===== config.mk =====
export PLATFORM = sky130hd
export DESIGN_NAME = stable_word_capture
export DESIGN_NICKNAME = d
export VERILOG_FILES = /design/src/rtl/swc_pkg.sv /design/src/rtl/swc_rst_sync.sv /design/src/rtl/swc_sample_pipe.sv /design/src/rtl/swc_word_compare.sv /design/src/rtl/swc_hold_reg.sv /design/src/rtl/stable_word_capture.sv
export SDC_FILE = /design/constraint.sdc
export NUM_CORES = 1
export LEC_CHECK = 0
export ABC_AREA = 1
export BUFFER_PORTS_ARGS = -buffer_cell sky130_fd_sc_hd__buf_2
export CAP_MARGIN = 25
export CELL_PAD_IN_SITES_DETAIL_PLACEMENT = 0
export CELL_PAD_IN_SITES_GLOBAL_PLACEMENT = 1
export CORE_AREA = 2 2 54 56
export CTS_BUF_LIST = sky130_fd_sc_hd__clkbuf_16
export CTS_CLUSTER_DIAMETER = 150
export DETAILED_ROUTE_END_ITERATION = 7
export DIE_AREA = 0 0 56 58
export PLACE_DENSITY = 0.73
export SYNTH_ARGS = -nofsm -noshare
export SYNTH_HDL_FRONTEND = slang
export SYNTH_SLANG_ARGS = --single-unit

===== constraint.sdc =====
create_clock -name clk_i -period 1.53 [get_ports clk_i]
set_input_delay 0.306 -clock clk_i [delete_from_list [all_inputs] [get_ports clk_i]]
set_output_delay 0.306 -clock clk_i [all_outputs]
set_load 0.02 [all_outputs]

===== src/rtl/swc_pkg.sv =====
package swc_pkg;
  // default word width of the captured value
  localparam int SWC_WORD_W_DEF = 8;
  // default depth of the reset release synchronizer
  localparam int SWC_RST_STAGES_DEF = 2;
endpackage


===== src/rtl/swc_rst_sync.sv =====
module swc_rst_sync #(
  parameter int STAGES = swc_pkg::SWC_RST_STAGES_DEF
) (
  input  logic clk_i,
  input  logic arst_n_i,
  output logic rst_n_o
);
  logic [STAGES-1:0] chain_q;
  logic [STAGES-1:0] chain_d;

  always_comb begin
    chain_d = {chain_q[STAGES-2:0], 1'b1};
  end

  always_ff @(posedge clk_i or negedge arst_n_i) begin
    if (!arst_n_i) chain_q <= '0;
    else           chain_q <= chain_d;
  end

  assign rst_n_o = chain_q[STAGES-1];
endmodule


===== src/rtl/swc_sample_pipe.sv =====
module swc_sample_pipe #(
  parameter int WORD_W = swc_pkg::SWC_WORD_W_DEF
) (
  input  logic              clk_i,
  input  logic              rst_n_i,
  input  logic [WORD_W-1:0] word_i,
  output logic [WORD_W-1:0] newer_o,
  output logic [WORD_W-1:0] older_o
);
  logic [WORD_W-1:0] newer_q, newer_d;
  logic [WORD_W-1:0] older_q, older_d;

  // record, wait, record: the newer sample moves down each edge
  always_comb begin
    newer_d = word_i;
    older_d = newer_q;
  end

  always_ff @(posedge clk_i or negedge rst_n_i) begin
    if (!rst_n_i) begin
      newer_q <= '0;
      older_q <= '0;
    end else begin
      newer_q <= newer_d;
      older_q <= older_d;
    end
  end

  assign newer_o = newer_q;
  assign older_o = older_q;
endmodule


===== src/rtl/swc_word_compare.sv =====
module swc_word_compare #(
  parameter int WORD_W = swc_pkg::SWC_WORD_W_DEF
) (
  input  logic [WORD_W-1:0] a_i,
  input  logic [WORD_W-1:0] b_i,
  output logic              same_o
);
  logic [WORD_W-1:0] bit_same;

  for (genvar g = 0; g < WORD_W; g++) begin : g_bit
    assign bit_same[g] = ~(a_i[g] ^ b_i[g]);
  end

  assign same_o = &bit_same;
endmodule


===== src/rtl/swc_hold_reg.sv =====
module swc_hold_reg #(
  parameter int WORD_W = swc_pkg::SWC_WORD_W_DEF
) (
  input  logic              clk_i,
  input  logic              rst_n_i,
  input  logic              match_i,
  input  logic [WORD_W-1:0] cand_i,
  output logic [WORD_W-1:0] word_o,
  output logic              upd_o
);
  logic [WORD_W-1:0] word_q, word_d;
  logic              upd_q, upd_d;
  logic              load_en;

  assign load_en = match_i;

  always_comb begin
    word_d = word_q;
    upd_d  = 1'b0;
    if (load_en) begin
      word_d = cand_i;
      upd_d  = (cand_i != word_q);
    end
  end

  always_ff @(posedge clk_i or negedge rst_n_i) begin
    if (!rst_n_i) begin
      word_q <= '0;
      upd_q  <= 1'b0;
    end else begin
      word_q <= word_d;
      upd_q  <= upd_d;
    end
  end

  assign word_o = word_q;
  assign upd_o  = upd_q;

  AST_LOAD_ON_MATCH: assert property (@(posedge clk_i) disable iff (!rst_n_i)
    match_i |=> (word_q == $past(cand_i)));
  AST_HOLD_ON_MISMATCH: assert property (@(posedge clk_i) disable iff (!rst_n_i)
    !match_i |=> ($stable(word_q) && !upd_q));
  AST_FLAG_SINGLE: assert property (@(posedge clk_i) disable iff (!rst_n_i)
    upd_q |=> !upd_q);
  AST_FLAG_ONLY_ON_CHANGE: assert property (@(posedge clk_i) disable iff (!rst_n_i)
    $stable(word_q) |-> !upd_q);
endmodule


===== src/rtl/stable_word_capture.sv =====
module stable_word_capture #(
  parameter int WORD_W     = swc_pkg::SWC_WORD_W_DEF,
  parameter int RST_STAGES = swc_pkg::SWC_RST_STAGES_DEF
) (
  input  logic              clk_i,
  input  logic              arst_n_i,
  input  logic [WORD_W-1:0] async_word_i,
  output logic [WORD_W-1:0] word_o,
  output logic              word_upd_o
);
  logic              rst_n;
  logic [WORD_W-1:0] newer, older;
  logic              same;

  swc_rst_sync #(.STAGES(RST_STAGES)) u_rst (
    .clk_i    (clk_i),
    .arst_n_i (arst_n_i),
    .rst_n_o  (rst_n)
  );

  swc_sample_pipe #(.WORD_W(WORD_W)) u_pipe (
    .clk_i   (clk_i),
    .rst_n_i (rst_n),
    .word_i  (async_word_i),
    .newer_o (newer),
    .older_o (older)
  );

  swc_word_compare #(.WORD_W(WORD_W)) u_cmp (
    .a_i    (newer),
    .b_i    (older),
    .same_o (same)
  );

  swc_hold_reg #(.WORD_W(WORD_W)) u_hold (
    .clk_i   (clk_i),
    .rst_n_i (rst_n),
    .match_i (same),
    .cand_i  (newer),
    .word_o  (word_o),
    .upd_o   (word_upd_o)
  );

  // a single differing bit between the stored samples must block the load
  AST_ONE_BIT_BLOCKS: assert property (@(posedge clk_i) disable iff (!rst_n)
    ($countones(newer ^ older) == 1) |=> $stable(word_o));
endmodule


==> flow_summary_export.csv <==
group,metric,value,unit
floorplan,fp-row-count,19,
critical_path,arrival,1.37,ns
layout,area_growth,21.99,%
detailed_routing,ant_nets,0,
power,combPwrFrac,11.3,%
layout,final_layout_size_suffix_gt1_share,27.05,%
sta,fin_crit,1.222,ns
synth,yosysSeqAreaShare,63.83,%
floorplan,ioPinCount,19,
detailed_routing,drt_iter0_drc,19,
layout,final_nets,133,
sta,finalHoldViolations,0,
critical_path,cpPeakStageDelay,0.42,ns
placement,dpl_cell_area,1202,um^2
synth,synth_area_per_cell,10.91,um^2
floorplan,initial_core_util,39.76,%
floorplan,die-area,3248,um^2
global_route,grt_max_degree,15,
critical_path,ff2ff_path_depth,6,
layout,diodes,0,
global_route,antenna_found_initial,0,
synth,ys_warn_count,0,
detailed_routing,vias,674,
power,switchingPower,368.9,uW
critical_path,cp_max_fo,9,
detailed_routing,viasPerCell,4.405,
detailed_routing,wl_per_cell,11.11,um
power,vdd_ir_drop_max,0.6202,mV
global_route,grt_pass1_vias,681,
clock_tree,clk_path_buf_depth,2,
placement,io_buffers,18,
clock_tree,cts_sinks,27,
sta,setup_tns,0,ns
synth,syn_area,1059,um^2
synth,ys_top_cells_by_area,"dfrtp_1, nand2_1, xor2_1",
synth,synth_xor_area_share,10.76,%
synth,yosys.area_share.simple,22.93,%
critical_path,critPathLaunchType,"register",
synth,yosysUniqueCellTypes,12,
power,p_sw_share,23.83,%
synth,synth_top_family_by_area,"simple AND/OR/NAND/NOR gates",
layout,fin_area,1291,um^2
clock_tree,cts_buffers,3,
sta,finalCritPeriodShare,79.88,%
worst_hold_path,holdPathStages,1,
sta,rsz0062_at_grt,"no",
synth,yosys.area.top_type,"dfrtp_1",
power,p_leak,0.0007007,uW
global_route,grt.total_usage,12.44,%
clock_tree,cts_tree,"yes",
power,p_seq_share,51.6,%
critical_path,crit_type,"reg -> reg",
synth,synth-compound-area-share,0,%
critical_path,slowest_stage,"dfrtp_1",
detailed_routing,drt_first_pass_iters,2,
sta,setup_viol,0,
synth,synthMuxAreaShare,0,%
clock_tree,clock-root-buffer,"clkbuf_16",
synth,synthAdderAreaFrac,0,%
synth,ys_ff_latch,27,
power,intPower,1179,uW
synth,yosysTopAreaCellShare,63.83,%
layout,fillCellCount,271,
critical_path,critPathCaptureType,"register",
clock_tree,path_clk_slew,0.06,ns
floorplan,placeableCoreArea,2663,um^2
floorplan,die_h,58,um
global_route,grt.overflow.total,0,
critical_path,cp_data_required_time,1.68,ns
critical_path,crit_chain,"xnor2_1, nand2_2, nor2_2, nand2_4, nand2_1, nand2_1",
sta,max_freq,0.8182,GHz
run_status,outcome,"finished clean",
sta,clock_skew,0.002371,ns
power,p_per_area,1199,nW/um^2
clock_tree,cts_max_level,1,
clock_tree,worstSkewPairLatency,0.26,ns
detailed_routing,drcViolationCount,0,
synth,netlist_instances,97,
synth,synthesis.nets,107,
clock_tree,postCtsSetupRepairBufs,0,
floorplan,die_x,56,um
power,clockPowerShare,37.1,%
critical_path,crit_top_cell,"nand2_1",
detailed_routing,wirelength,1700,um
sta,slew_violations,0,
placement,dp_hpwl,1254,um
global_route,grt_pass1_wl,2994,um
placement,gp_congestion,0.7200,
worst_hold_path,min_path_type,"in -> reg",
job,timing.max_cap.violations,0,
-- kinds of logic after synthesis --
group	count (synthesis)
and+or+nand+nor	50
DFF	27
xor gates and xnor gates	13
buffers and inverters	6
other	1
-- through the flow --
stage,hold slack [ns],power [uW],cells,utilization [%],worst slack (ns)
finish,0.1475,1548,153,48.50,0.3078
global route,0.1386,1627,153,48.50,0.1754
CTS,0.1394,1581,153,48.50,0.2777
detailed placement,0.09350,990.2,148,45.16,0.3006
global placement,0.09248,986.1,148,45.16,0.3145
floorplan,0.01041,928.8,97,-,0.4180
-- power groups by stage --
stage / registers, uW / logic, uW / clock network [uW]
floorplan: 841 / 87.7 / 0
global placement: 811 / 175 / 0
detailed placement: 813 / 177 / 0
CTS: 800 / 180 / 601
global route: 807 / 196 / 625
finish: 799 / 175 / 574
-- placed cells by master (no fill, tap or decap), types with 3 or more instances in the layout --
cell,netlist,final
nand2_1,27,27
buf_2,0,18
nor2_4,3,3
dfrtp_1,27,27
clkbuf_16,0,3
nor2_1,5,5
xnor2_1,5,5
nand2_2,4,4
nand3_1,8,8
xor2_1,8,8
inv_1,6,7
-- metal layers --
layer  wire, um  up-vias  track usage (%)
li1           -      341                -
met1        694      314            14.52
met2        883       14            20.34
met3         61        5            2.009
met4         61        0            10.20
met5          0        -                0
-- registers in the layout, indices dropped and copies added (netlist names) --
name	flops
u_hold.upd_o	1
u_hold.word_o	8
u_pipe.newer_o	8
u_pipe.older_o	8
u_rst.chain_q	2
-- cells in the mapped netlist --
cell type and n:
nor2_2 2, nor2_1 5, inv_1 6, xnor2_1 5, nand2_4 1, nand2_1 27
conb_1 1, dfrtp_1 27, xor2_1 8, nand2_2 4, nor2_4 3, nand3_1 8
-- layout make-up --
class / count / area, um^2 / area share [%]
flip-flops and latches: 27 / 675.6 / 52.33
multi-input cells: 64 / 360.3 / 27.91
repair buffers: 21 / 115.1 / 8.915
clock buffers: 3 / 75.07 / 5.814
well taps: 31 / 38.79 / 3.004
inverters: 6 / 22.52 / 1.744
clock inverters: 1 / 3.754 / 0.2907
-- what timing repair did --
item                                   4_1_cts  5_1_grt
gates resized for setup                      0        0
endpoints found under the hold margin        2        0
hold buffers                                 1        0
-- worst max-delay path, delay by kind of cell, from the launching register on --
family	cells	cell delay, ns
AND/OR/NAND/NOR	5	0.48
flip-flops	1	0.42
XOR/XNOR	1	0.22
-- worst paths after layout --
check	start	endpoint	slack [ns]
max	u_pipe.newer_o[2]$_DFF_PN0_	u_hold.word_o[2]$_DFFE_PN0P_	0.31
min	async_word_i[2]	u_pipe.newer_o[2]$_DFF_PN0_	0.15
max reg2reg	u_pipe.newer_o[2]$_DFF_PN0_	u_hold.word_o[2]$_DFFE_PN0P_	0.31
min reg2reg	u_rst.chain_q[1]$_DFF_PN0_	u_hold.word_o[5]$_DFFE_PN0P_	0.18
max in group asynchronous	arst_n_i	u_rst.chain_q[1]$_DFF_PN0_	1.09
min in group asynchronous	u_rst.chain_q[1]$_DFF_PN0_	u_hold.word_o[5]$_DFFE_PN0P_	0.18
Power figures use the tool's default switching activity.
